**src/rtl/pdg_pkg.sv**
```systemverilog
package pdg_pkg;
  typedef enum logic [1:0] {
    ST_IDLE = 2'd0,
    ST_RUN  = 2'd1,
    ST_DONE = 2'd2
  } pdg_state_t;
endpackage

```
**src/rtl/pdg_seq_ctrl.sv**
```systemverilog
module pdg_seq_ctrl #(
  parameter int N_CH = 16,
  localparam int CW = $clog2(N_CH)
) (
  input  logic          clk,
  input  logic          rst_n,
  input  logic          start,
  output logic          start_acc,
  output logic          busy,
  output logic          done,
  output logic          first,
  output logic [CW-1:0] idx
);
  import pdg_pkg::*;

  pdg_state_t state;

  assign busy      = (state == ST_RUN);
  assign done      = (state == ST_DONE);
  assign start_acc = start && (state != ST_RUN);
  assign first     = busy && (idx == '0);

  always_ff @(posedge clk or negedge rst_n) begin
    if (!rst_n) begin
      state <= ST_IDLE;
      idx   <= '0;
    end else if (start_acc) begin
      state <= ST_RUN;
      idx   <= '0;
    end else if (state == ST_RUN) begin
      idx <= idx + 1'b1;
      if (idx == CW'(N_CH - 1)) state <= ST_DONE;
    end
  end
endmodule

```
**src/rtl/pdg_step_unit.sv**
```systemverilog
module pdg_step_unit #(
  parameter int N_CH = 16,
  localparam int SW = $clog2(N_CH)
) (
  input  logic            first,
  input  logic [SW-1:0]   step,
  input  logic [SW-1:0]   prev,
  input  logic [N_CH-1:0] used,
  output logic [SW-1:0]   slot,
  output logic            skip_evt
);
  function automatic logic [SW-1:0] wrap_add(input logic [SW-1:0] a, input logic [SW-1:0] b);
    return a + b;
  endfunction

  function automatic logic [SW-1:0] free_below(input logic [SW-1:0] c, input logic [N_CH-1:0] u);
    logic [SW-1:0] r;
    logic [SW-1:0] t;
    logic          hit;
    r   = c;
    hit = 1'b0;
    for (int i = 0; i < N_CH; i++) begin
      t = c - SW'(i);
      if (!hit && !u[t]) begin
        r   = t;
        hit = 1'b1;
      end
    end
    return r;
  endfunction

  logic [SW-1:0] cand;
  logic          zero_step;

  assign zero_step = (step == '0);
  assign cand      = first ? '0 : wrap_add(prev, step);
  assign skip_evt  = !first && !zero_step && used[cand];

  always_comb begin
    if (first || zero_step) slot = '0;
    else                    slot = free_below(cand, used);
  end
endmodule

```
**src/rtl/pdg_slot_table.sv**
```systemverilog
module pdg_slot_table #(
  parameter int N_CH = 16,
  localparam int SW = $clog2(N_CH)
) (
  input  logic                    clk,
  input  logic                    rst_n,
  input  logic                    clear,
  input  logic                    wr_en,
  input  logic [SW-1:0]           wr_ch,
  input  logic [SW-1:0]           wr_slot,
  output logic [N_CH-1:0][SW-1:0] slots,
  output logic [N_CH-1:0]         used
);
  for (genvar g = 0; g < N_CH; g++) begin : g_ch
    always_ff @(posedge clk or negedge rst_n) begin
      if (!rst_n)                          slots[g] <= '0;
      else if (clear)                      slots[g] <= '0;
      else if (wr_en && wr_ch == SW'(g))   slots[g] <= wr_slot;
    end
    always_ff @(posedge clk or negedge rst_n) begin
      if (!rst_n)                          used[g] <= 1'b0;
      else if (clear)                      used[g] <= 1'b0;
      else if (wr_en && wr_slot == SW'(g)) used[g] <= 1'b1;
    end
  end
endmodule

```
**src/rtl/phased_delay_gen.sv**
```systemverilog
module phased_delay_gen #(
  parameter int N_CH = 16,
  localparam int SW = $clog2(N_CH)
) (
  input  logic                    clk,
  input  logic                    rst_n,
  input  logic                    start,
  input  logic [SW-1:0]           step,
  input  logic                    dir_neg,
  output logic                    busy,
  output logic                    done,
  output logic [N_CH-1:0][SW-1:0] slot_o
);
  logic            start_acc;
  logic            first;
  logic [SW-1:0]   idx;
  logic [SW-1:0]   step_q;
  logic            dir_q;
  logic [SW-1:0]   prev_q;
  logic [SW-1:0]   new_slot;
  logic            skip_evt;
  logic [N_CH-1:0] used;
  logic [SW-1:0]   wr_ch;

  pdg_seq_ctrl #(.N_CH(N_CH)) u_ctrl (
    .clk(clk), .rst_n(rst_n), .start(start), .start_acc(start_acc),
    .busy(busy), .done(done), .first(first), .idx(idx)
  );

  always_ff @(posedge clk or negedge rst_n) begin
    if (!rst_n) begin
      step_q <= '0;
      dir_q  <= 1'b0;
      prev_q <= '0;
    end else if (start_acc) begin
      step_q <= step;
      dir_q  <= dir_neg;
      prev_q <= '0;
    end else if (busy) begin
      prev_q <= new_slot;
    end
  end

  assign wr_ch = dir_q ? (SW'(N_CH - 1) - idx) : idx;

  pdg_step_unit #(.N_CH(N_CH)) u_step (
    .first(first), .step(step_q), .prev(prev_q), .used(used),
    .slot(new_slot), .skip_evt(skip_evt)
  );

  pdg_slot_table #(.N_CH(N_CH)) u_tab (
    .clk(clk), .rst_n(rst_n), .clear(start_acc), .wr_en(busy),
    .wr_ch(wr_ch), .wr_slot(new_slot), .slots(slot_o), .used(used)
  );
endmodule

```
**config.mk**
```make
export PLATFORM = sky130hd
export DESIGN_NAME = phased_delay_gen
export DESIGN_NICKNAME = d
export VERILOG_FILES = /design/src/rtl/pdg_pkg.sv /design/src/rtl/pdg_seq_ctrl.sv /design/src/rtl/pdg_step_unit.sv /design/src/rtl/pdg_slot_table.sv /design/src/rtl/phased_delay_gen.sv
export SDC_FILE = /design/constraint.sdc
export NUM_CORES = 1
export LEC_CHECK = 0
export BUFFER_PORTS_ARGS = -buffer_cell sky130_fd_sc_hd__buf_2
export CORE_AREA = 8 8 108 130
export CTS_BUF_LIST = sky130_fd_sc_hd__clkbuf_8
export DETAILED_ROUTE_END_ITERATION = 12
export DIE_AREA = 0 0 116 138
export HOLD_SLACK_MARGIN = 0.05
export PLACE_DENSITY = 0.81
export SLEW_MARGIN = 30
export SYNTH_ARGS = -nofsm -noshare
export SYNTH_HDL_FRONTEND = slang
export SYNTH_SLANG_ARGS = --single-unit
export TNS_END_PERCENT = 50
```
**constraint.sdc**
```tcl
create_clock -name clk -period 16.67 [get_ports clk]
set_input_delay 0.8335 -clock clk [delete_from_list [all_inputs] [get_ports clk]]
set_output_delay 0.8335 -clock clk [all_outputs]
set_load 0.1 [all_outputs]
```
# Yosys cells after proc, flatten, opt, wreduce, memory -nomap -nowiden

Cells that the tools add are included.

Register bits after elaboration: 95
Output and inout bits: 66
Memory bits (read-only): 0
Bits in latches: 0
RAM bits: 0
Logic and storage cells: 375
Input port bits: 8
Memories: 0

Multiplexer cells: 151
Reduce and logical (&&, ||, !) cells: 119
Equal/unequal tests: 34
Div/mod/pow operators: 0
Multipliers: 0
Bitwise logic cells: 0
Shift-type cells: 0
Add/sub/neg operators: 18
Magnitude comparators: 16

Operator list:

| operator              | count |
|---|---|
| $mux W4               | 54 |
| $lt A4 B5 Y1 const B  | 16 |
| $mux W1               | 78 |
| $eq A4 B4 Y1 const B  | 17 |
| $reduce_bool A2 Y1    | 34 |
| $bmux W1 S4           | 16 |
| $logic_and A1 B1 Y1   | 49 |
| $eq A4 B3 Y1 const B  | 8 |
| $sub A4 B4 Y4 const B | 8 |
| $logic_not A1 Y1      | 30 |
| $eq A4 B2 Y1 const B  | 4 |
| $logic_not A4 Y1      | 4 |
| $sub A4 B3 Y4 const B | 4 |
| $eq A4 B1 Y1 const B  | 2 |
| $sub A4 B2 Y4 const B | 2 |
| $mux W2               | 3 |
| $add A4 B1 Y4 const B | 1 |
| $add A4 B4 Y4         | 1 |
| $sub A4 B1 Y4 const B | 1 |
| $sub A4 B4 Y4 const A | 1 |
| $eq A2 B1 Y1 const B  | 1 |
| $eq A2 B2 Y1 const B  | 1 |
| $ne A2 B1 Y1 const B  | 1 |
| $reduce_and A2 Y1     | 1 |
| $logic_or A1 B1 Y1    | 1 |

# Depth between registers and ports, before layout

Depth in word-level cells: 71
Mapped depth: 25
Mapped depth without buffers: 19

# By module

From an unflattened synthesis, not the netlist that was laid out.

Cells, all modules: 635
Area total of the unflattened synthesis: 6488.7 um^2

By module, submodules not included:

| module           | instances | sequential area each (um^2) | area each (um^2) | cells an instance |
|---|---|---|---|---|
| pdg_slot_table   | 1         | 2001.9                      | 3535.9           | 297 |
| pdg_step_unit    | 1         | 0.0                         | 2220.9           | 278 |
| phased_delay_gen | 1         | 225.2                       | 411.6            | 29 |
| pdg_seq_ctrl     | 1         | 150.1                       | 320.3            | 31 |

# Worst setup path after synthesis

OpenSTA, ideal clock, no wires.

Kind: register to register
Start: register step_q[0]
End: register u_tab.used[0]
Path buffers: 4
Data arrival time: 5.175 ns
Path slack: 11.427 ns
Data required time: 16.602 ns
Library setup time: 0.068 ns
Clock period less this slack: 5.243 ns
Stages on the path, launching flop included: 24
Cell sequence: dfrtp_1 -> ha_1 -> inv_1 -> fa_1 -> xnor2_1 -> o21ai_4 -> inv_1 -> clkbuf_1 -> ha_1 -> nand2_1 -> xnor2_1 -> xnor2_1 -> and2_1 -> clkbuf_1 -> mux2i_1 -> a211o_1 -> or4_1 -> buf_2 -> nor4_4 -> nor3_2 -> mux2i_4 -> buf_6 -> nor3_2 -> a32o_1

Longest elaborated chain between the ends: 69
Elaborated cells between the ends (all ways): 145
Those cells by class: add/sub: 16; mux: 79; reduce/logical: 50

Ends and longest elaborated chain:

| what                                                   | line                   | RTL |
|---|---|---|
| from (decl)                                            | phased_delay_gen.sv:17 | `logic [SW-1:0] step_q;` |
| from (signal assigned)                                 | phased_delay_gen.sv:36 | `step_q <= step;` |
| branches (longest 65 deep; another with $add A4 B4 Y4) | --                     |  |
| $mux W4 (*)                                            | pdg_step_unit.sv:40    | `if (first \|\| zero_step) slot = '0;` |
| $logic_not A4 Y1 (*)                                   | pdg_slot_table.sv:23   | `else if (wr_en && wr_slot == SW'(g)) used[g] <= 1'b1;` |
| $logic_and A1 B1 Y1 (*)                                | pdg_slot_table.sv:23   |  |
| $reduce_bool A2 Y1 (no source line) (*)                | --                     |  |
| to (signal, indexed assignment)                        | pdg_slot_table.sv:21   | `if (!rst_n) used[g] <= 1'b0;` |
| to (signal, indexed assignment)                        | pdg_slot_table.sv:22   | `else if (clear) used[g] <= 1'b0;` |
| to (signal, indexed assignment)                        | pdg_slot_table.sv:23   |  |
| to (decl)                                              | pdg_slot_table.sv:12   | `output logic [N_CH-1:0] used` |

Every way passes the cells marked *. The select of a mux whose other input is x is not followed.
A chain may end at the register's enable or synchronous reset.

# Worst setup path in the final report

Start: register step_q[0]
End: register u_tab.used[10]

Longest elaborated chain between the ends: 69
Elaborated cells between the ends (all ways): 145
Those cells by class: add/sub: 16; eq/ne: 1; mux: 79; reduce/logical: 49

Ends and longest elaborated chain:

| what                                                   | line |
|---|---|
| branches (longest 65 deep; another with $add A4 B4 Y4) | -- |
| $mux W4 (*)                                            | pdg_step_unit.sv:40 |
| $eq A4 B4 Y1 (*)                                       | pdg_slot_table.sv:23 |
| $logic_and A1 B1 Y1 (*)                                | pdg_slot_table.sv:23 |
| $reduce_bool A2 Y1 (no source line) (*)                | -- |

Marked as above.

==> flow_summary.yaml <==
logic_synthesis:
  syn_nets: 908
  synth.avg_cell_area_um2: 8.210
  synth_ff_type: "dfrtp_1"
  yosys_warnings: 0
  yosysSeqAreaShare: 0.3265
  ys_ff_latch: 95
  synth_top_area_frac: 0.3265
  synth_edf_count: 0
  synth_top_area_cell: "dfrtp_1"
  syn_inst: 887
  synth_area_leaders: "dfrtp_1 33%, nand2_1 9.0%, a21oi_1 5.3%"
  yosysUniqueCellTypes: 91
  syn-cell-area_mm2: 0.007282
  async_flop_share: 1.000
grt:
  grt_start_max_net_pins: 80
  gr-usage-all-layers: 0.2767
  grt_overflow: 0
  antenna_found_initial: 0
  grt_pass1_vias: 6751
  grt_first_pass_wirelength_um: 35580
clock_tree:
  cts_inserted_buffers: 9
  cts_setup_buffers: 0
  cts.clk_slew.worst_paths_ns: 0.09
  cts_htree_levels: 3
  cts_resized: 0
  cts_buffer_depth: 2
  ctsHoldBuffers: 0
  cts.sink_count: 95
  cts-root-buf: "clkbuf_8"
  tritoncts: "built"
  clkLatencyLatePin_ns: 0.36
sta:
  layout_setup_ws_ns: 9.733
  hold_viol: 0
  fin_skew_ns: 0.01185
  final.setup.tns_ns: 0
  min_period_over_period: 0.4161
  finalMaxSlewViolations: 0
  grt_setup_unrepaired: "false"
  slew_headroom: 0.3982
  final.min_clock_period_ns: 6.937
  setup_viol: 0
  tightestPinTransition_ns: 0.8838
  fmax_mhz: 144.2
worst_setup_path:
  rr_endpoint: "u_tab.used[10]$_DFFE_PN0P_"
  worst_ep_required_time_ns: 16.97
  cp-start-kind: "flip-flop"
  critPathMaxFanout: 30
  critical_path_arrival_ns: 7.23
  end_kind: "flip-flop"
  r2r-start: "step_q[0]$_DFFE_PN0P_"
  worst-setup-path-type: "flip-flop to flip-flop"
  r2r_setup_slack_ns: 9.73
  r2r_cells: 18
routing:
  vias_per_cell: 6.641
  drc: 0
  via_count: 7232
  wl_per_cell_um: 20.69
  finalWirelength_um: 22530
  drtAntennaViolNets: 0
  firstDrtPassIters: 5
  drtIter0Drc: 608
final_layout:
  num-nets-final: 944
  antenna_cells: 0
  mostFrequentLayoutCells: "174 x nand2_1, 95 x dfrtp_1, 76 x a21oi_1, 72 x buf_2, 42 x inv_1"
  drive_above_1_share: 0.1638
  nFillCells: 1060
  seqCellArea_mm2: 0.002377
  postLayoutCellArea_mm2: 0.007855
  layout_commonest_cell: "nand2_1"
  multi_input_area_mm2: 0.004518
  syn_to_final_growth_pct: 7.869
flow_run:
  max_cap_viol_count: 0
floorplan:
  num_io_pins: 74
  fp.dieW_um: 116
  fp.coreArea_mm2: 0.01189
  die_h_um: 138
  initial_core_util: 0.6124
  dieArea_mm2: 0.01601
  rows: 44
place:
  numPortBuffers: 73
  postPlaceCellArea_mm2: 0.007676
  dp_hpwl_um: 16540
  gp_congestion: 0.9992
  post-place-ws_ns: 9.556
worst_hold_path:
  min_path_type: "primary input to async pin"
run_status:
  status: "complete, no violations"
-- worst max path at each step --
stage / from / cells after the start / endpoint
6_report: step_q[0]$_DFFE_PN0P_ / 18 / u_tab.used[10]$_DFFE_PN0P_
4_1_cts: step_q[0]$_DFFE_PN0P_ / 18 / u_tab.used[10]$_DFFE_PN0P_
3_5_place_dp: step_q[0]$_DFFE_PN0P_ / 18 / u_tab.used[10]$_DFFE_PN0P_
3_3_place_gp: step_q[0]$_DFFE_PN0P_ / 18 / u_tab.used[14]$_DFFE_PN0P_
2_1_floorplan: step_q[0]$_DFFE_PN0P_ / 23 / u_tab.used[0]$_DFFE_PN0P_
5_1_grt: step_q[0]$_DFFE_PN0P_ / 18 / u_tab.used[10]$_DFFE_PN0P_
-- layout make-up --
type                    count  share of cell area
multi-input cells         694              0.5752
flip-flops and latches     95              0.3026
repair buffers             82             0.05591
well taps                 161             0.02565
inverters                  41             0.01959
clock buffers               9             0.01577
clock inverters             7            0.005256
-- layer usage --
| layer | part of all wire | GRT usage | vias up | wire length, um |
|---|---|---|---|---|
| met4 | 0.057 | 0.1650 | 0 | 1284 |
| met1 | 0.38 | 0.3230 | 3454 | 8670 |
| met5 | 0 | 0 | - | 0 |
| li1 | - | - | 3346 | - |
| met2 | 0.50 | 0.4648 | 341 | 11220 |
| met3 | 0.060 | 0.04096 | 91 | 1357 |
-- state kept, by name (all words and copies together) (netlist names) --
register	count
prev_q	4
step_q	4
u_ctrl.state	2
dir_q	1
u_tab.used	16
u_tab.slots	64
u_ctrl.idx	4
-- synth_stat cells, types with 5 or more instances --
cell type  number
and3_1          6
o211ai_1       23
or3_1          20
nand2b_1       11
buf_2          13
nor2_1         39
a211o_1         7
a211oi_1       19
nand3_1        20
o31ai_1         6
a32o_1         12
dfrtp_1        95
xnor2_1         6
nor3_1         23
nand3b_1       16
inv_1          40
mux2i_1        28
nand2_1       174
o22ai_1        35
a21oi_1        77
o21ai_0        13
buf_4           8
a21o_1          6
mux2_2         18
clkbuf_1       32
o21a_1          5
ha_1           12
a31oi_1         7
-- kinds of logic (layout without fill, tap and decap cells) --
logic type	after synthesis	after routing	share of synthesized area
compound gates	271	271	0.2625
xor+xnor	11	11	0.01426
fa+ha+maj	13	13	0.02337
buf+inv	98	139	0.05790
flops	95	95	0.3265
mux	51	51	0.08179
simple gates	348	348	0.2337
-- stage by stage --
step / hold WS [ns] / std cells / util
after global routing: 0.3210 / 1089 / 0.6606
after CTS: 0.3065 / 1089 / 0.6594
after floorplan: 0.4698 / 887 / -
after global placement: 0.4911 / 1073 / 0.6449
after detailed placement: 0.5032 / 1073 / 0.6455
final: 0.3211 / 1089 / 0.6606
-- worst max-delay path, cell delays in order, from the launching register on --
cell and delay [ns]:
dfrtp_1 0.39, ha_1 0.19, inv_1 0.07, fa_1 1.03, inv_1 0.25, nand2_4 0.22, ha_2 0.59, mux2_2 0.28
o22ai_1 0.07, a211oi_1 0.32, nor2b_1 0.36, mux4_2 0.41, nand4b_2 0.21, nor4_1 0.52, nand2_1 0.19, or4_1 0.59
a21oi_4 0.58, nor3b_2 0.39, a32o_1 0.21
Power is not shown: default switching activity piles up to over one toggle a cycle in this logic, so the estimate is an artifact.
